`config.mk`:
```
export PLATFORM = sky130hd
export DESIGN_NAME = tsi_ctl_switch
export DESIGN_NICKNAME = d
export VERILOG_FILES = /design/src/rtl/tsi_pkg.sv /design/src/rtl/tsi_frame_ctl.sv /design/src/rtl/tsi_data_mem.sv /design/src/rtl/tsi_conn_mem.sv /design/src/rtl/tsi_ctl_switch.sv
export SDC_FILE = /design/constraint.sdc
export NUM_CORES = 2
export LEC_CHECK = 0
export ABC_CLOCK_PERIOD_IN_PS = 6560
export CORE_MARGIN = 2
export CORE_UTILIZATION = 40
export DETAILED_ROUTE_END_ITERATION = 8
export DONT_BUFFER_PORTS = 1
export PLACE_DENSITY = 0.63
export SYNTH_ARGS = -nofsm -noshare
export SYNTH_HDL_FRONTEND = slang
export SYNTH_SLANG_ARGS = --single-unit
```
`constraint.sdc`:
```
create_clock -name clk -period 6.56 [get_ports clk]
set_clock_uncertainty 0.1 [all_clocks]
set_input_delay 0.984 -clock clk [delete_from_list [all_inputs] [get_ports clk]]
set_output_delay 0.984 -clock clk [all_outputs]
set_load 0.01 [all_outputs]
```
`src/rtl/tsi_pkg.sv`:
```
package tsi_pkg;
    localparam int NSTR    = 2;
    localparam int EN_BIT  = 7;
    localparam int SEL_BIT = 5;

    typedef enum logic [1:0] {
        ST_IDLE = 2'd0,
        ST_FILL = 2'd1,
        ST_RUN  = 2'd2
    } tsi_state_e;
endpackage

```
`src/rtl/tsi_frame_ctl.sv`:
```
module tsi_frame_ctl
    import tsi_pkg::*;
#(
    parameter int NCH = 32,
    localparam int CW = $clog2(NCH)
) (
    input  logic          clk,
    input  logic          rst_n,
    input  logic          ch_valid,
    input  logic [CW-1:0] ch_idx,
    output logic          slot_acc,
    output logic          run_slot,
    output logic          rd_bank
);
    localparam logic [CW-1:0] LAST = CW'(NCH - 1);

    tsi_state_e    state_q, state_d;
    logic [CW-1:0] exp_q;
    logic          bank_q;
    logic          is_last;

    assign is_last = (ch_idx == LAST);

    always_ff @(posedge clk) begin
        if (!rst_n) begin
            state_q <= ST_IDLE;
            exp_q   <= '0;
            bank_q  <= 1'b0;
        end else begin
            state_q <= state_d;
            if (slot_acc) begin
                exp_q <= is_last ? '0 : ch_idx + 1'b1;
                if (is_last) bank_q <= ~bank_q;
            end
        end
    end

    always_comb begin
        state_d  = state_q;
        slot_acc = 1'b0;
        unique case (state_q)
            ST_IDLE: begin
                if (ch_valid && ch_idx == '0) begin
                    slot_acc = 1'b1;
                    state_d  = ST_FILL;
                end
            end
            ST_FILL: begin
                if (ch_valid) begin
                    if (ch_idx == exp_q) begin
                        slot_acc = 1'b1;
                        if (is_last) state_d = ST_RUN;
                    end else begin
                        state_d = ST_IDLE;
                    end
                end
            end
            ST_RUN: begin
                if (ch_valid && ch_idx != exp_q) state_d = ST_IDLE;
                else if (ch_valid) slot_acc = 1'b1;
            end
            default: state_d = ST_IDLE;
        endcase
    end

    assign run_slot = slot_acc && (state_q == ST_RUN);
    assign rd_bank  = bank_q;


    idle_reject_chk: assert property (@(posedge clk) disable iff (!rst_n)
        (state_q == ST_IDLE && ch_valid && ch_idx != '0) |=> (state_q == ST_IDLE));


    bank_hold_chk: assert property (@(posedge clk) disable iff (!rst_n)
        !(slot_acc && is_last) |=> $stable(bank_q));
endmodule

```
`src/rtl/tsi_data_mem.sv`:
```
module tsi_data_mem
    import tsi_pkg::*;
#(
    parameter int NCH = 32,
    parameter int DW  = 8,
    localparam int CW = $clog2(NCH)
) (
    input  logic                     clk,
    input  logic                     wr_en,
    input  logic                     wr_bank,
    input  logic [CW-1:0]            wr_ch,
    input  logic [NSTR-1:0][DW-1:0]  wr_data,
    input  logic                     rd_bank,
    input  logic [NSTR-1:0]          rd_str,
    input  logic [NSTR-1:0][CW-1:0]  rd_ch,
    output logic [NSTR-1:0][DW-1:0]  rd_data
);
    logic [DW-1:0] mem [2][NSTR][NCH];

    for (genvar s = 0; s < NSTR; s++) begin : g_str
        always_ff @(posedge clk) begin
            if (wr_en) mem[wr_bank][s][wr_ch] <= wr_data[s];
        end
        assign rd_data[s] = mem[rd_bank][rd_str[s]][rd_ch[s]];
    end
endmodule

```
`src/rtl/tsi_conn_mem.sv`:
```
module tsi_conn_mem
    import tsi_pkg::*;
#(
    parameter int NCH = 32,
    localparam int CW = $clog2(NCH)
) (
    input  logic                   clk,
    input  logic                   rst_n,
    input  logic                   wr_en,
    input  logic [CW-1:0]          ch,
    input  logic [NSTR-1:0][7:0]   wr_entry,
    output logic [NSTR-1:0][7:0]   rd_entry
);
    logic [7:0] cm [NSTR][NCH];

    for (genvar s = 0; s < NSTR; s++) begin : g_str
        always_ff @(posedge clk) begin
            if (!rst_n) begin
                for (int i = 0; i < NCH; i++) cm[s][i] <= '0;
            end else if (wr_en) begin
                cm[s][ch] <= wr_entry[s];
            end
        end
        assign rd_entry[s] = cm[s][ch];


        cm_hold_chk: assert property (@(posedge clk) disable iff (!rst_n)
            !wr_en |=> $stable(cm[s][0]));
    end
endmodule

```
`src/rtl/tsi_ctl_switch.sv`:
```
module tsi_ctl_switch
    import tsi_pkg::*;
#(
    parameter int NCH = 32,
    parameter int DW  = 8,
    localparam int CW = $clog2(NCH)
) (
    input  logic          clk,
    input  logic          rst_n,
    input  logic          ch_valid,
    input  logic [CW-1:0] ch_idx,
    input  logic          bus_mode,
    input  logic [DW-1:0] din0,
    input  logic [DW-1:0] din1,
    input  logic [7:0]    ctl0,
    input  logic [7:0]    ctl1,
    output logic          out_valid,
    output logic [CW-1:0] out_ch,
    output logic [DW-1:0] dout0,
    output logic [DW-1:0] dout1,
    output logic          oe0,
    output logic          oe1
);
    logic                    slot_acc, run_slot, rd_bank;
    logic [NSTR-1:0][7:0]    ent, ctl_in;
    logic [NSTR-1:0][DW-1:0] din_in, rd_data;
    logic [NSTR-1:0]         src_str;
    logic [NSTR-1:0][CW-1:0] src_ch;
    logic [NSTR-1:0][DW-1:0] dout_q;
    logic [NSTR-1:0]         oe_q;

    assign din_in = {din1, din0};
    assign ctl_in = {ctl1, ctl0};

    tsi_frame_ctl #(.NCH(NCH)) u_ctl (
        .clk(clk), .rst_n(rst_n), .ch_valid(ch_valid), .ch_idx(ch_idx),
        .slot_acc(slot_acc), .run_slot(run_slot), .rd_bank(rd_bank)
    );

    tsi_conn_mem #(.NCH(NCH)) u_cm (
        .clk(clk), .rst_n(rst_n), .wr_en(slot_acc && bus_mode),
        .ch(ch_idx), .wr_entry(ctl_in), .rd_entry(ent)
    );

    for (genvar s = 0; s < NSTR; s++) begin : g_sel
        assign src_str[s] = ent[s][SEL_BIT];
        assign src_ch[s]  = ent[s][CW-1:0];
    end

    tsi_data_mem #(.NCH(NCH), .DW(DW)) u_dm (
        .clk(clk), .wr_en(slot_acc), .wr_bank(~rd_bank), .wr_ch(ch_idx),
        .wr_data(din_in), .rd_bank(rd_bank), .rd_str(src_str),
        .rd_ch(src_ch), .rd_data(rd_data)
    );

    always_ff @(posedge clk) begin
        if (!rst_n) begin
            out_valid <= 1'b0;
            out_ch    <= '0;
            oe_q      <= '0;
            dout_q    <= '0;
        end else begin
            out_valid <= slot_acc;
            if (slot_acc) out_ch <= ch_idx;
            for (int s = 0; s < NSTR; s++) begin
                oe_q[s]   <= run_slot && ent[s][EN_BIT];
                dout_q[s] <= (run_slot && ent[s][EN_BIT]) ? rd_data[s] : '0;
            end
        end
    end

    assign oe0   = oe_q[0];
    assign oe1   = oe_q[1];
    assign dout0 = dout_q[0];
    assign dout1 = dout_q[1];


    out_timing_chk: assert property (@(posedge clk) disable iff (!rst_n)
        slot_acc |=> (out_valid && out_ch == $past(ch_idx)));


    fill_quiet_chk: assert property (@(posedge clk) disable iff (!rst_n)
        !run_slot |=> (!oe0 && !oe1));


    off_zero_chk: assert property (@(posedge clk) disable iff (!rst_n)
        !oe0 |-> (dout0 == '0));
endmodule

```
==> results_tabular.tex <==
\begin{tabular}{lr}
\hline
Metric & Value \\
\hline
\multicolumn{2}{l}{\textbf{CTS}} \\
Max Root-Sink Buffers & 3 \\
Count of hold buffers inserted by post-cts repair & 0 \\
Cell chosen for the clock root & clkbuf\_16 \\
Total number of H-tree levels & 4 \\
Resized Gates After CTS & 0 \\
Total CTS buffers & between 150 and 200 \\
CTS tree & yes \\
Number of clock sinks & approximately 1500 \\
Clock insertion delay at the later pin of the skew report & 0.81 ns \\
Post-CTS setup buffer count & 0 \\
Clock transition time at the flip-flop clock pins of the worst setup and hold paths & around 0.060 ns \\
\multicolumn{2}{l}{\textbf{Critical path}} \\
Worst path cell trace & mux2i\_1, nor2\_1, a221oi\_1, o211a\_4, nand2\_8, buf\_4, mux2i\_1, o22ai\_1, nor4\_1, nand4\_1, a211o\_1 \\
Signal arrival time at the worst endpoint & about 5.9 ns \\
Kind of cell adding the most delay to the critical path & simple AND/OR/NAND/NOR gates \\
CP max stage cell & nor4\_1 \\
Largest fanout on the critical path & 144 \\
Startpoint type of the worst setup path & input port \\
Critical Path Most Common Cell & mux2i\_1 \\
Capturing element type of the critical path & flop \\
Combined buffer and inverter count along the critical path & 1 \\
Required arrival time at the worst endpoint & 7.15 ns \\
Category of the most critical setup path & input port to flop \\
Delay of the slowest cell on the worst path & 0.82 ns \\
\multicolumn{2}{l}{\textbf{Detailed routing}} \\
Drt drc & 0 \\
Antenna viol nets, final & 0 \\
DR iter-0 viols & roughly 7900 \\
First drt pass iteration count & 9 \\
Wire length per cell & 30.3 um \\
Vias per inst & roughly 6.3 \\
Total vias in the final route & $\sim$49000 \\
Post-Route WL & around 240000 um \\
\multicolumn{2}{l}{\textbf{GRT}} \\
Overall overflow remaining after global route & 0 \\
Pin count of the biggest net entering global routing & about 150 \\
Vias in the first global route & approximately 46000 \\
Number of antenna violations at the first check in global routing & 9 \\
Global-route wire length before repair & approximately 330000 um \\
All-layer global routing usage & 0.255 \\
\multicolumn{2}{l}{\textbf{Placement}} \\
Routability-driven placement congestion ratio & 0.954 \\
Placed cells & $\sim$7500 \\
Detailed placer's ending HPWL & roughly 150000 um \\
Count of port buffers added during placement & 0 \\
\multicolumn{2}{l}{\textbf{Final layout}} \\
Number of nets in the layout & roughly 5300 \\
Number of fill cells & between 15000 and 20000 \\
Final Instance Count excl. Fillers & roughly 7800 \\
Fraction of final layout cells sized beyond drive strength 1 & 0.136 \\
Area growth from synthesis to final layout & 11.4\% \\
\multicolumn{2}{l}{\textbf{Synth}} \\
Number of synthesized flops with an enable pin & around 1500 \\
Top cells by area in the synthesized netlist & edfxtp\_1, mux4\_2, nand2\_1, mux2i\_1, and2\_1 \\
Share of synthesized registers carrying an async set or reset & 0 \\
Top flip-flop cell by instance count after synthesis & edfxtp\_1 \\
Fraction of synthesized cell area taken by the top area cell type & 0.627 \\
Area of the mapped netlist & between 70000 and 80000 sq um \\
Nets in the synthesized netlist & 5365 \\
Part of the Yosys area used for sequential elements & 0.636 \\
Flip-flop and latch count after synthesis & 1505 \\
Count of different cell masters after synthesis & 80 \\
Warnings from Yosys & 0 \\
Synth Area per Inst & approximately 13 sq um \\
Count of mapped cells out of synthesis & 5319 \\
Cell type with the highest aggregate area in the netlist & edfxtp\_1 \\
\multicolumn{2}{l}{\textbf{Run status}} \\
Status & completed \\
\multicolumn{2}{l}{\textbf{Floorplanning}} \\
Die width & $\sim$420 um \\
Ports placed on the boundary & 65 \\
Initial Utilization & 0.401 \\
Vertical extent of the die & between 400 and 500 um \\
CORE AREA & $\sim$180000 sq um \\
Placement row count & 154 \\
Die ar. & approximately 180000 sq um \\
\multicolumn{2}{l}{\textbf{STA}} \\
Measured slew at the worst slew-check pin & 1.22 ns \\
Period utilisation layout & 0.802 \\
Max-slew violation count & 0 \\
Rel. slew slack & 0.188 \\
Count of endpoints failing hold in the final timing report & 0 \\
Timing-limited maximum frequency & between 0.15 and 0.2 GHz \\
Unrepaired setup endpoints after global routing & false \\
Number of endpoints failing setup at the final stage & 0 \\
Post-layout min period & between 5 and 6 ns \\
Total negative slack & 0 ns \\
\multicolumn{2}{l}{\textbf{Power and ir drop}} \\
Peak supply drop & between 0.2 and 0.3 mV \\
Areal power density over the cells & approximately 290 nW/um\^{}2 \\
Power consumption & 22.4 mW \\
Static leakage & between 20 and 30 nW \\
\multicolumn{2}{l}{\textbf{Worst hold path}} \\
Hold Path Class & input port to flop \\
\multicolumn{2}{l}{\textbf{Flow run}} \\
Max-Cap Viols & 0 \\
\hline
\end{tabular}
-- registers in the layout, indices dropped and copies added (netlist names), named ones only --
| signal | flops |
|---|---|
| u_dm.mem | 1024 |
| u_cm.cm | 448 |
| dout0 | 8 |
| dout1 | 8 |
| out_ch | 5 |
| u_ctl.exp_q | 5 |
| oe_q | 2 |
| u_ctl.state_q | 2 |
| out_valid | 1 |
| u_ctl.rd_bank | 1 |
-- worst reg2reg max path: cells and delay by family (launching register included) --
| family | cells | cell delay (ns) |
|---|---|---|
| buffers and inverters | 1 | 0.44 |
| and+or+nand+nor | 4 | 1.88 |
| AOI/OAI and AO/OA | 4 | 1.51 |
| muxes | 2 | 0.81 |
| DFF | 1 | 0.41 |
-- path summary, 6_finish.rpt --
| path | from | endpoint | slack (ns) | cells past startpoint |
|---|---|---|---|---|
| max | ch_idx[1] | dout1[0] | 1.30 | 11 |
| min | ch_valid | u_ctl.state_q[1] | 0.17 | 1 |
| max reg2reg | u_cm.cm[1][221] | dout1[0] | 1.31 | 11 |
| min reg2reg | u_ctl.exp_q[1] | u_ctl.exp_q[1] | 0.38 | 2 |
-- cells in the final DEF, fill, tap and decap left out, types with 10 or more instances in the layout --
| cell type | instances |
|---|---|
| o21ai_1 | 35 |
| or4_1 | 11 |
| and2_1 | 452 |
| clkbuf_1 | 41 |
| nor4_1 | 34 |
| clkbuf_16 | 167 |
| o2111ai_1 | 16 |
| edfxtp_1 | 1472 |
| nand2b_1 | 11 |
| o21ai_0 | 112 |
| mux2i_1 | 302 |
| mux2_1 | 10 |
| mux2_2 | 35 |
| dfxtp_1 | 32 |
| inv_1 | 11 |
| a221o_1 | 10 |
| mux4_2 | 214 |
| a2111oi_0 | 36 |
| clkinv_1 | 35 |
| nand2_1 | 808 |
| nand4_1 | 34 |
| buf_4 | 209 |
| clkinv_2 | 20 |
| nor2_2 | 10 |
| nor2_1 | 170 |
| and3_1 | 35 |
| a211oi_1 | 26 |
| o221ai_1 | 24 |
| a31oi_1 | 50 |
| buf_12 | 16 |
| a32oi_1 | 85 |
| nand3_1 | 341 |
| nor3_1 | 19 |
| a21o_1 | 20 |
| and4_1 | 13 |
| a21oi_1 | 197 |
| o211ai_1 | 28 |
| o22ai_1 | 113 |
-- Yosys cell counts, types with 9 or more instances --
cell type / number
edfxtp_1: 1472
nand2_1: 808
and2_1: 452
nand3_1: 341
mux2i_1: 302
clkbuf_1: 225
mux4_2: 214
a21oi_1: 197
nor2_1: 184
o21ai_0: 143
o22ai_1: 113
buf_2: 107
a32oi_1: 85
a31oi_1: 50
a2111oi_0: 36
nor4_1: 36
and3_1: 35
buf_1: 35
mux2_2: 35
nand4_1: 34
dfxtp_1: 33
o211ai_1: 28
a211oi_1: 26
buf_4: 26
o221ai_1: 24
nor3_1: 23
a21o_1: 20
buf_6: 18
o2111ai_1: 16
and4_1: 13
or4_1: 12
inv_1: 11
nand2b_1: 11
a221o_1: 10
mux2_1: 10
a21boi_0: 9
-- power by group --
part	total [mW]	switching (mW)	internal, mW
sequential	10.7	0.0381	10.7
combinational	2.79	1.88	0.911
clock	8.89	3.85	5.05
total	22.4	5.77	16.6
-- cells by family (layout without fill, tap and decap cells) --
kind of cell | Yosys count | after routing | synth area share
flip-flops | 1505 | 1505 | 0.636
adder cells (fa/ha/maj) | 5 | 5 | 0.000887
multiplexers | 562 | 562 | 0.119
other | 0 | 2 | 0
XOR/XNOR | 8 | 8 | 0.000994
buffers and inverters | 431 | 527 | 0.0297
AO/OA/AOI/OAI | 819 | 819 | 0.0767
AND/OR/NAND/NOR | 1989 | 1989 | 0.137
-- stage by stage --
stage	hold WS, ns	util	area [sq um]	setup WS, ns
floorplan	0.335	-	70500	1.48
global placement	0.359	0.418	73400	0.890
detailed placement	0.377	0.418	73400	0.864
CTS	0.122	0.447	78500	1.70
global route	0.140	0.447	78500	1.45
finish	0.167	0.447	78500	1.30
-- cell type report --
cell class	count	area, sq um	area share
multi-input combinational	3383	23700	0.302
clock buffer	214	4420	0.0562
sequential	1505	44900	0.571
timing repair buffer	225	1890	0.0241
antenna	2	5.00	0.0000637
clock inverter	76	642	0.00818
inverter	12	45.0	0.000574
tap	2340	2930	0.0373
-- routing by layer --
| metal | vias to the layer above | global-route usage | routed length, um |
|---|---|---|---|
| met2 | 3171 | 0.398 | 108000 |
| met5 | - | 0 | 44 |
| li1 | 20294 | - | - |
| met1 | 24640 | 0.348 | 90500 |
| met4 | 8 | 0.0966 | 9220 |
| met3 | 419 | 0.0590 | 27100 |
Power figures use the tool's default switching activity.
